**src/rtl/skp_pkg.sv**
```systemverilog
package skp_pkg;

    typedef enum logic [1:0] {
        WIN_NONE = 2'd0,
        WIN_REF  = 2'd1,
        WIN_CHN  = 2'd2
    } win_e;

    typedef struct packed {
        logic ref_f;
        logic chn_f;
        logic forced;
    } det_state_t;

    localparam det_state_t DET_IDLE   = '{ref_f: 1'b0, chn_f: 1'b0, forced: 1'b0};
    localparam det_state_t DET_FORCED = '{ref_f: 1'b1, chn_f: 1'b0, forced: 1'b1};

    // A lone pulse wins; a tie or silence yields no winner.
    function automatic win_e race(input logic r, input logic c);
        if (r && !c)
            return WIN_REF;
        else if (c && !r)
            return WIN_CHN;
        else
            return WIN_NONE;
    endfunction

    function automatic logic has_winner(input det_state_t s);
        return s.ref_f | s.chn_f;
    endfunction

endpackage

```
**src/rtl/skp_race.sv**
```systemverilog
module skp_race
    import skp_pkg::*;
(
    input  logic armed,
    input  logic ref_hit,
    input  logic chn_hit,
    output win_e win
);
    always_comb begin
        if (armed)
            win = race(ref_hit, chn_hit);
        else
            win = WIN_NONE;
    end
endmodule

```
**src/rtl/skp_force.sv**
```systemverilog
module skp_force
    import skp_pkg::*;
(
    input  det_state_t cur,
    input  logic       clr_phase,
    input  logic       close_phase,
    output logic       force_req
);
    always_comb begin
        force_req = close_phase && !clr_phase && !cur.forced && !has_winner(cur);
    end
endmodule

```
**src/rtl/skp_state.sv**
```systemverilog
module skp_state
    import skp_pkg::*;
(
    input  logic       clk,
    input  logic       rst,
    input  logic       clr_phase,
    input  logic       close_phase,
    input  win_e       win,
    input  logic       force_req,
    output det_state_t cur,
    output logic       valid_q
);
    det_state_t nxt;
    logic       valid_d;

    always_comb begin
        nxt = cur;
        if (clr_phase) begin
            nxt = DET_IDLE;
        end else if (force_req) begin
            nxt = DET_FORCED;
        end else begin
            case (win)
                WIN_REF: nxt.ref_f = 1'b1;
                WIN_CHN: nxt.chn_f = 1'b1;
                default: nxt = cur;
            endcase
        end
        valid_d = close_phase && !clr_phase && (nxt.ref_f ^ nxt.chn_f);
    end

    always_ff @(posedge clk) begin
        if (rst) begin
            cur     <= DET_IDLE;
            valid_q <= 1'b0;
        end else begin
            cur     <= nxt;
            valid_q <= valid_d;
        end
    end
endmodule

```
**src/rtl/skew_polarity_det.sv**
```systemverilog
module skew_polarity_det
    import skp_pkg::*;
(
    input  logic clk,
    input  logic rst,
    input  logic ref_hit,
    input  logic chn_hit,
    input  logic clr_phase,
    input  logic close_phase,
    output logic flag_ref,
    output logic flag_chn,
    output logic forced_dec,
    output logic dec_valid
);
    det_state_t cur;
    win_e       win;
    logic       force_req;
    logic       armed;
    logic       valid_q;

    // Edges count only while empty and the window is open.
    assign armed = !clr_phase && !close_phase && !cur.forced && !has_winner(cur);

    skp_race u_race (
        .armed   (armed),
        .ref_hit (ref_hit),
        .chn_hit (chn_hit),
        .win     (win)
    );

    skp_force u_force (
        .cur         (cur),
        .clr_phase   (clr_phase),
        .close_phase (close_phase),
        .force_req   (force_req)
    );

    skp_state u_state (
        .clk         (clk),
        .rst         (rst),
        .clr_phase   (clr_phase),
        .close_phase (close_phase),
        .win         (win),
        .force_req   (force_req),
        .cur         (cur),
        .valid_q     (valid_q)
    );

    assign flag_ref   = cur.ref_f;
    assign flag_chn   = cur.chn_f;
    assign forced_dec = cur.forced;
    assign dec_valid  = valid_q;
endmodule

```
**config.mk**
```make
export PLATFORM = sky130hd
export DESIGN_NAME = skew_polarity_det
export DESIGN_NICKNAME = d
export VERILOG_FILES = /design/src/rtl/skp_pkg.sv /design/src/rtl/skp_race.sv /design/src/rtl/skp_force.sv /design/src/rtl/skp_state.sv /design/src/rtl/skew_polarity_det.sv
export SDC_FILE = /design/constraint.sdc
export NUM_CORES = 1
export LEC_CHECK = 0
export ABC_AREA = 1
export ABC_CLOCK_PERIOD_IN_PS = 2500
export BUFFER_PORTS_ARGS = -buffer_cell sky130_fd_sc_hd__buf_2
export CAP_MARGIN = 0
export CORE_AREA = 2 2 39 41
export CTS_BUF_LIST = sky130_fd_sc_hd__clkbuf_8
export CTS_CLUSTER_SIZE = 16
export DETAILED_ROUTE_END_ITERATION = 6
export DIE_AREA = 0 0 41 43
export GPL_ROUTABILITY_DRIVEN = 1
export HOLD_SLACK_MARGIN = 0.12
export PLACE_DENSITY = 0.39
export SKIP_LAST_GASP = 1
export SYNTH_ARGS = -nofsm -noshare
export SYNTH_HDL_FRONTEND = slang
export SYNTH_SLANG_ARGS = --single-unit
```
**constraint.sdc**
```tcl
create_clock -name clk -period 2.5 [get_ports clk]
set_clock_uncertainty 0.2 [all_clocks]
set_input_delay 0.5 -clock clk [delete_from_list [all_inputs] [get_ports clk]]
set_output_delay 0.5 -clock clk [all_outputs]
set_load 0.005 [all_outputs]
```
==> flow_metrics.tcl, run 1 <==
set metrics [dict create \
    worst-setup-path-type "reg2out" \
    clk_transition_reported_paths_ps 30 \
    syn_inst 31 \
    post_synth.cell_area_avg_sq_um 6.30 \
    timing.final.hold_violations 0 \
    number_of_antenna_violations_at_the_first_check_in_global_routing 0 \
    wl_per_cell_microns 6.66 \
    grt_use_total_pct 6.63 \
    gp_congestion 0.692 \
    postCtsHoldBufs 0 \
    drc_violations_left 0 \
    cts_buffer_depth 2 \
    unrepaired_setup_endpoints_after_global_routing "false" \
    clock-root-buffer "clkbuf_8" \
    clkSinkCount 4 \
    fp.dieW_microns 41 \
    power.density_mw_per_mm2 729 \
    synthMuxAreaShare_pct 0 \
    ctsResizeCount 0 \
    detailedRoute.firstIterationViolations 3 \
    synth-seq-area-share_pct 41.0 \
    fin_hold_ws_ps 261 \
    core_box_area_sq_mm 0.00138 \
    synthDominantCellAreaShare_pct 41.0 \
    antenna_cells_inserted 0 \
    final_cell_area_sq_um 302 \
    min_period_ps 1360 \
    synth_seq_cells 4 \
    critical_path_buf_inv_count 1 \
    cts_setup_buffers 0 \
    largest_net_degree_at_the_start_of_global_routing 5 \
    tightestPinTransition_ps 136 \
    cts_made_buffers 3 \
    maxSlewHeadroom_pct 90.9 \
    synth_xor_xnor_area_share_pct 0 \
    avgViaCountPerCell 3.54 \
    setup_crit_start_kind "flip-flop" \
    design.portCount 10 \
    period_share_pct 54.3 \
    final_setup_violating_endpoints 0 \
    p_leak_uw 0.000162 \
    synth_top_family_by_area "simple AND/OR/NAND/NOR gates" \
    ant_nets 0 \
    achievable-frequency_mhz 736 \
    max_cap_viol_count 0 \
    finalMaxSlewViolations 0 \
    number_of_rows_created_at_floorplan 14 \
    port-buffer-count 9 \
    run_status "finished clean" \
    timing.critical_path.slowest_stage_cell "dfxtp_1" \
    fillerInstances 173 \
    drt_first_pass_iters 4 \
    arrival_ps 660 \
    critical-path-max-stage-delay_ps 330 \
    crit_path_cell_trace "buf_2" \
    synth_adder_area_share_pct 0 \
    cp_data_required_time_ps 1800 \
    flow.area_growth_from_synthesis_pct 54.5 \
    synth.net_count 37 \
    placed_cells 56 \
    first_global_vias 222 \
    placedInstanceArea_sq_um 260 \
    cp_top_family "flip-flops" \
    cell_count_final_fillers_out 59 \
    routed_wirelength_microns 393 \
    die_h_microns 43 \
    irDropWorstVdd_mv 0.298 \
    initial_core_util_pct 14.1 \
    hold_class "in2reg" \
    vias 209 \
    post_synth_main_area_contributors "dfxtp_1 41%, nand2_1 17%, nor2_1 7.7%" \
    global_route_overflow 0 \
    largest_area_contributor_in_the_synthesized_netlist "dfxtp_1" \
    yosys.area_share.simple_pct 37.2 \
    synth_area_sq_um 195 \
    grt_pass1_wl_microns 765 \
    design.final.nets 51 \
    design.die.area_sq_mm 0.00176 \
    htreeDepth 1 \
    yosysWarnings 0 \
    ys_types 12 \
    tns_ps 0 \
    critPathCaptureType "output pin" \
    path_max_fanout 2 \
    worstSkewPairLatency_ps 210 \
    synth-compound-area-share_pct 10.3 \
    layout-drive-gt1-share_pct 41.9 \
    cts_tree "done" \
]
## worst paths after layout
path,from,endpoint,slack [ps],cells after the start
max,u_state.cur[2],flag_ref,1140,1
min,rst,u_state.cur[1],260,2
max reg2reg,u_state.cur[2],u_state.valid_q,1280,8
min reg2reg,u_state.cur[0],u_state.cur[0],270,2
## layer usage
layer  share of wire, %  vias up  wire length (microns)  global-route usage (%)
li1                   -      117                      -                       -
met1                 43       87                    170                    7.10
met2                 51        5                    200                    9.06
met3                5.6        0                     22                    4.71
met4                  0        0                      0                    4.00
met5                  0        -                      0                       0
## power by group
group          switching, uW  internal [uW]
clock network           30.2            102
registers              0.819           66.2
logic                   11.5           8.90
## logic make-up (layout without fill, tap and decap cells)
group                  count (synthesis)  count (layout)
AO/OA/AOI/OAI                          4               4
buffers and inverters                  6              18
flip-flops                             4               4
AND/OR/NAND/NOR                       17              17
## area by class of cell
class / count / area, sq um / area share, %
inverter: 6 / 22.5 / 7.47
clock buffer: 3 / 41.3 / 13.7
sequential: 4 / 80.1 / 26.6
tap: 16 / 20.0 / 6.64
multi-input combinational: 21 / 92.6 / 30.7
timing repair buffer: 9 / 45.0 / 14.9
## sequential cells by signal (all words and copies together), names as in the netlist
| name | count |
|---|---|
| u_state.valid_q | 1 |
| u_state.cur | 3 |
## worst register-to-register path, stage by stage (launching register included)
cell	delay (ps)
dfxtp_1	300
inv_2	60
nand2_1	60
nor2_2	130
nand2_1	80
nand2_1	80
nand3_1	80
nand2_1	60
nor2_1	40
## placed cells by master (no fill, tap or decap)
master | Yosys | layout
nand2_1 | 9 | 9
nor2_2 | 1 | 1
a21oi_1 | 2 | 2
nand2_2 | 1 | 1
nand3_1 | 1 | 1
or2_2 | 1 | 1
dfxtp_1 | 4 | 4
clkbuf_8 | 0 | 3
o21ai_0 | 1 | 1
nor2_1 | 4 | 4
buf_2 | 0 | 9
inv_2 | 3 | 3
inv_1 | 3 | 3
o21ai_1 | 1 | 1
## Yosys cell counts
library cell,count
or2_2,1
inv_2,3
nand2_2,1
dfxtp_1,4
nand2_1,9
nor2_1,4
nand3_1,1
a21oi_1,2
o21ai_1,1
inv_1,3
o21ai_0,1
nor2_2,1
## stage by stage
step / power (uW) / util [%] / setup slack [ps]
final: 220 / 21.8 / 1140
after CTS: 225 / 21.8 / 1130
after global routing: 234 / 21.8 / 1110
after detailed placement: 88.5 / 18.8 / 1010
after global placement: 88.8 / 18.8 / 992
after floorplan: 80.2 / - / 1190
Note: power is estimated with default switching activity, not from simulation.
==> run 2, diff against run 1 <==
--- a/config.mk
+++ b/config.mk
@@ -6,7 +6,7 @@
 export NUM_CORES = 1
 export LEC_CHECK = 0
 export ABC_AREA = 1
-export ABC_CLOCK_PERIOD_IN_PS = 2500
+export ABC_CLOCK_PERIOD_IN_PS = 1270
 export BUFFER_PORTS_ARGS = -buffer_cell sky130_fd_sc_hd__buf_2
 export CAP_MARGIN = 0
 export CORE_AREA = 2 2 39 41
==> constraint.sdc (replaced) <==
create_clock -name clk -period 1.27 [get_ports clk]
set_clock_uncertainty 0.2 [all_clocks]
set_input_delay 0.254 -clock clk [delete_from_list [all_inputs] [get_ports clk]]
set_output_delay 0.254 -clock clk [all_outputs]
set_load 0.005 [all_outputs]
==> run 2 against run 1 <==
Hold slack got worse by 130 ps. Clock power increased by 94%. Register-to-register slack got worse by 1200 ps. Critical path type is now reg2reg. Worst setup slack got worse by 1100 ps. Largest power group unchanged. First-iteration DRC count unchanged. Core utilization increased by 3.3 points. Sequential power increased by 99%. Critical path depth increased by 7. Via count increased by 8.1%.
==> flow_metrics.tcl, run 2 (synthesis gave the netlist of run 1 again) <==
set metrics [dict create \
    p_leak_uw 0.000175 \
    detailedRoute.firstIterationViolations 3 \
    clkSinkCount 4 \
    wl_per_cell_microns 7.16 \
    largest_net_degree_at_the_start_of_global_routing 4 \
    mostFrequentLayoutCell "buf_2" \
    vias 226 \
    critPathCaptureType "flip-flop" \
    avgViaCountPerCell 3.65 \
    maxSlewHeadroom_pct 86.8 \
    power.density_mw_per_mm2 1280 \
    die_h_microns 43 \
    r2r_slack_ps 70 \
    cts_setup_buffers 0 \
    core_box_area_sq_mm 0.00138 \
    design.die.area_sq_mm 0.00176 \
    irDropWorstVdd_mv 0.788 \
    layout-drive-gt1-share_pct 58.7 \
    cts_made_buffers 3 \
    timing.rr.start "u_state.cur[2]" \
    cp_data_required_time_ps 1170 \
    regToRegEndpoint "u_state.valid_q" \
    tightestPinTransition_ps 196 \
    grt_pass1_wl_microns 752 \
    number_of_rows_created_at_floorplan 14 \
    worst-r2r-cell-count 8 \
    timing.final.hold_violations 0 \
    tns_ps 0 \
    layout_top_registers "u_state.cur: 3 flops, u_state.valid_q: 1 flops" \
    layout.cells.most_common_list "9 x buf_2, 5 x nand2_2, 5 x nand2_1, 4 x inv_2, 4 x nor2_1" \
    cts_tree "done" \
    dpl.hpwl_microns 344 \
    drt_first_pass_iters 3 \
    hold_class "in2reg" \
    design.portCount 10 \
    flow.area_growth_from_synthesis_pct 77.6 \
    max_cap_viol_count 0 \
    arrival_ps 1100 \
    antenna_cells_inserted 0 \
    drc_violations_left 0 \
    largest_reg_flops 3 \
    period_share_pct 94.4 \
    setup_crit_start_kind "flip-flop" \
    clock-root-buffer "clkbuf_8" \
    placed_cells 57 \
    htreeDepth 1 \
    largest-register "u_state.cur" \
    ant_nets 0 \
    gp_congestion 0.703 \
    initial_core_util_pct 14.1 \
    worst-setup-path-type "reg2reg" \
    port-buffer-count 9 \
    cell_count_final_fillers_out 62 \
    crit_start "u_state.cur[2]" \
    fp.dieW_microns 41 \
    final_setup_violating_endpoints 0 \
    cts_buffer_depth 2 \
    min_period_ps 1200 \
    worstSkewPairLatency_ps 210 \
    grt_use_total_pct 6.53 \
    global_route_overflow 0 \
    hold_path_cell_cnt 3 \
    routed_wirelength_microns 444 \
    design.final.nets 54 \
    path_max_fanout 3 \
    run_status "finished clean" \
    achievable-frequency_mhz 834 \
    hold_end "u_state.cur[2]" \
    number_of_antenna_violations_at_the_first_check_in_global_routing 0 \
    first_global_vias 218 \
    timing.hold.worst.start "rst" \
    fin_hold_ws_ps 128 \
    clk_transition_reported_paths_ps 30 \
    finalMaxSlewViolations 0 \
    utilization_of_the_core_after_routing_pct 25.0 \
]
==> run 2: cell types whose count changed in the layout (fill, tap and decap cells not counted), sizes merged <==
cell / delta
buf: +1
dlygate4sd3: +2
==> run 2: where the power goes <==
group | switching, uW | internal (uW) | leakage, uW
Sequential | 2.00 | 131 | 0.0000333
Combinational | 27.7 | 26.0 | 0.000120
Clock | 56.6 | 201 | 0.0000216
==> run 2: stage by stage <==
step	total power (uW)	worst slack [ps]	cell area, sq um
after floorplan	158	124	195
after CTS	449	40.1	329
after global routing	467	-0.0931	347
final	444	71.4	347
after global placement	177	34.3	268
after detailed placement	177	35.7	268
==> run 2: worst max-delay path: stages, from the launching register on <==
cell and delay, ps:
dfxtp_2 310, inv_2 70, nand2_2 60, nor2_2 120, nand2_2 80, nand2_2 90
nand3_2 70, nand2_1 50, nor2_1 40
==> run 2: area by class of cell <==
cell class / count / area, sq um
flip-flops and latches: 4 / 82.6
fillers: 164 / 1040
repair buffers: 12 / 72.6
inverters: 6 / 22.5
clock buffers: 3 / 41.3
multi-input cells: 21 / 108
well taps: 16 / 20.0
==> run 2: how the worst max path moves through the flow <==
stage                           end  cells past startpoint
global route        u_state.valid_q                      8
floorplan           u_state.valid_q                      8
CTS                 u_state.valid_q                      8
finish              u_state.valid_q                      8
global placement    u_state.valid_q                      9
detailed placement  u_state.valid_q                      9
==> run 2: repair_timing <==
| item | 4_1_cts | 5_1_grt |
|---|---|---|
| endpoints found under the hold margin | 2 | 0 |
| hold buffers | 2 | 0 |
| setup endpoints to repair | 0 | 1 |
| resized for setup | 0 | 8 |
==> run 2: layer usage <==
metal  track usage (%)  part of all wire [%]  up-vias
met1              7.72                    40       97
li1                  -                     -      122
met5                 0                     0        -
met3              4.71                   5.6        0
met4              4.00                     0        0
met2              8.13                    54        7
==> run 3, diff against run 2 <==
--- a/config.mk
+++ b/config.mk
@@ -5,7 +5,6 @@
 export SDC_FILE = /design/constraint.sdc
 export NUM_CORES = 1
 export LEC_CHECK = 0
-export ABC_AREA = 1
 export ABC_CLOCK_PERIOD_IN_PS = 1270
 export BUFFER_PORTS_ARGS = -buffer_cell sky130_fd_sc_hd__buf_2
 export CAP_MARGIN = 0
@@ -16,7 +15,7 @@
 export DIE_AREA = 0 0 41 43
 export GPL_ROUTABILITY_DRIVEN = 1
 export HOLD_SLACK_MARGIN = 0.12
-export PLACE_DENSITY = 0.39
+export PLACE_DENSITY = 0.37
 export SKIP_LAST_GASP = 1
 export SYNTH_ARGS = -nofsm -noshare
 export SYNTH_HDL_FRONTEND = slang
==> run 3 against run 2 <==
Critical endpoint unchanged. The run now ends with negative setup slack left. Total power is 3.5% higher. Register-to-register slack worse by 220 ps. Synthesized cell count is 32% lower. Global-route usage is 1.7 points higher. Highest routed layer unchanged. Hold slack worse by 9.2 ps.
==> flow_metrics.tcl, run 3 <==
set metrics [dict create \
    run_status "finished, violations left" \
    failed_checks "negative setup slack" \
    timing.critical_path.to "u_state.valid_q" \
    avgViaCountPerCell 3.90 \
    cts_buffer_depth 2 \
    fin_hold_ws_ps 118 \
    ys_types 12 \
    die_h_microns 43 \
    ant_nets 0 \
    power.density_mw_per_mm2 1230 \
    period_share_pct 111 \
    syn_inst 21 \
    design.final.nets 50 \
    post_synth_main_area_contributors "dfxtp_1 45%, o21a_1 8.5%, nor4_2 7.1%" \
    critical_path_cell_count 4 \
    synth_async_sr_flop_share_pct 0 \
    layout.cells.most_common_list "9 x buf_2, 8 x buf_4, 3 x clkbuf_8" \
    path_max_fanout 2 \
    synthDominantCellAreaShare_pct 45.4 \
    mostFrequentLayoutCell "buf_2" \
    hold_class "in2reg" \
    netSwitchingFraction_pct 19.3 \
    number_of_rows_created_at_floorplan 14 \
    achievable-frequency_mhz 706 \
    synth.net_count 27 \
    layout-drive-gt1-share_pct 61.9 \
    clk_transition_reported_paths_ps 30 \
    synthMuxAreaShare_pct 0 \
    flow.area_growth_from_synthesis_pct 111 \
    edff_count_synth 0 \
    crit_start "u_state.cur[0]" \
    design.portCount 10 \
    regToRegEndpoint "u_state.valid_q" \
    timing.final.hold_violations 0 \
    r2r_slack_ps -150 \
    cp_top_family "simple AND/OR/NAND/NOR gates" \
    critPathCaptureType "flip-flop" \
    synth-seq-area-share_pct 45.4 \
    synth_xor_xnor_area_share_pct 0 \
    drc_violations_left 0 \
    cell_count_final_fillers_out 58 \
    drt_first_pass_iters 2 \
    tightestPinTransition_ps 210 \
    final_setup_violating_endpoints 2 \
    synth_area_sq_um 176 \
    utilization_of_the_core_after_routing_pct 26.9 \
    timing.critical_path.slowest_stage_cell "or3_1" \
    max_cap_viol_count 0 \
    first_global_vias 249 \
    gp_congestion 0.648 \
    p_sw_uw 88.8 \
    p_int_uw 371 \
    worstSkewPairLatency_ps 210 \
    detailedRoute.firstIterationViolations 1 \
    global_route_overflow 0 \
    design.die.area_sq_mm 0.00176 \
    synth-compound-area-share_pct 22.0 \
    number_of_antenna_violations_at_the_first_check_in_global_routing 0 \
    setup_crit_start_kind "flip-flop" \
    synth_top_family_by_area "simple AND/OR/NAND/NOR gates" \
    cts_made_buffers 3 \
    layout_top_registers "u_state.cur: 3 flops, u_state.valid_q: 1 flops" \
    critical_path_buf_inv_count 0 \
    cts_tree "done" \
    post_synth.cell_area_avg_sq_um 8.40 \
    worst-r2r-cell-count 4 \
    grt_pass1_wl_microns 952 \
    fp.dieW_microns 41 \
    synth_seq_cells 4 \
    postSynth.topFlopCell "dfxtp_1" \
    yosys.area_share.simple_pct 28.4 \
    timing.rr.start "u_state.cur[0]" \
    seqPwrFrac_pct 29.5 \
    clkSinkCount 4 \
    fin_ws_ps -146 \
    combinational_cell_fraction_of_total_power_pct 14.4 \
    irDropWorstVdd_mv 0.430 \
    port-buffer-count 9 \
    maxSlewHeadroom_pct 85.9 \
    synth_adder_area_share_pct 0 \
    unrepaired_setup_endpoints_after_global_routing "true" \
    placed_cells 54 \
    largest_reg_flops 3 \
    initial_core_util_pct 12.7 \
    synth_commonest_cells "4 x dfxtp_1, 3 x nor2_1" \
    clock-root-buffer "clkbuf_8" \
    synth_most_common_cell "dfxtp_1" \
    cp_data_required_time_ps 1210 \
    largest_area_contributor_in_the_synthesized_netlist "dfxtp_1" \
    finalMaxSlewViolations 0 \
    yosysWarnings 0 \
    critical-path-max-stage-delay_ps 340 \
    core_box_area_sq_mm 0.00138 \
    min_period_ps 1420 \
    wl_per_cell_microns 10.1 \
    p_leak_uw 0.000176 \
    arrival_ps 1360 \
    routed_wirelength_microns 587 \
    clock_power_share_pct 56.2 \
    timing.hold.worst.start "rst" \
    cts_setup_buffers 0 \
    htreeDepth 1 \
    crit_path_cell_trace "nor4_2 > a32oi_1 > or3_1 > a21oi_2" \
    largest_net_degree_at_the_start_of_global_routing 6 \
    antenna_cells_inserted 0 \
    largest-register "u_state.cur" \
    worst-setup-path-type "reg2reg" \
    vias 226 \
    grt_use_total_pct 8.23 \
]
-- run 3: cell types whose count changed in the layout (fill, tap and decap cells not counted), sizes merged, moves of 2 or more --
| cell | before | now |
|---|---|---|
| nor2 | 5 | 3 |
| buf | 10 | 17 |
| o21a | 0 | 2 |
| nor3 | 0 | 2 |
| inv | 6 | 2 |
| nand2 | 10 | 1 |
-- run 3: layer usage --
| metal | up-vias | routed length [microns] | GRT usage (%) |
|---|---|---|---|
| li1 | 118 | - | - |
| met1 | 99 | 264 | 8.04 |
| met2 | 9 | 265 | 13.1 |
| met3 | 0 | 56 | 4.71 |
| met4 | 0 | 0 | 4.00 |
| met5 | - | 0 | 0 |
-- run 3: cell families (layout without fill, tap and decap cells) --
group | Yosys count | count (layout)
simple gates | 9 | 9
compound gates | 6 | 6
flops | 4 | 4
buf+inv | 2 | 23
-- run 3: cell type report --
class                           instances  area [sq um]
Fill cell                             155          1010
Timing Repair Buffer                   18           115
Inverter                                2          7.51
Clock buffer                            3          41.3
Multi-Input combinational cell         15           106
Sequential cell                         4          82.6
Tap cell                               16          20.0
-- run 3: worst min path at each step --
stage	slack (ps)	cells after the start	end
3_5_place_dp	250	2	u_state.cur[0]
5_1_grt	130	3	u_state.cur[2]
4_1_cts	120	4	u_state.valid_q
2_1_floorplan	120	1	u_state.cur[0]
6_report	120	3	u_state.cur[2]
3_3_place_gp	240	2	u_state.cur[0]
-- run 3: stage by stage --
| step | cell area [sq um] | setup WS, ps | power, uW | TNS (ps) |
|---|---|---|---|---|
| final | 373 | -146 | 460 | -153 |
| after global routing | 373 | -226 | 489 | -311 |
| after CTS | 359 | -144 | 462 | -144 |
| after detailed placement | 303 | -196 | 193 | -244 |
| after global placement | 303 | -222 | 193 | -278 |
| after floorplan | 178 | -98.2 | 156 | -98.2 |
-- run 3: worst register-to-register path, cell delays in order, from the launching register on --
cell,delay (ps)
dfxtp_2,320
nor4_2,230
a32oi_1,140
or3_1,340
a21oi_2,120
-- run 3: power by group through the flow --
stage / Sequential, uW / Clock [uW] / Combinational (uW)
2_1_floorplan: 138 / 0 / 17.5
3_3_place_gp: 136 / 0 / 56.6
3_5_place_dp: 136 / 0 / 57.3
4_1_cts: 135 / 266 / 61.5
5_1_grt: 136 / 280 / 73.4
6_report: 135 / 258 / 66.0
-- run 3: what timing repair did --
item,CTS,global route
pin swaps,1,1
hold buffers,1,0
resized for setup,1,4
setup endpoints to repair,2,4
endpoints found under the hold margin,2,0
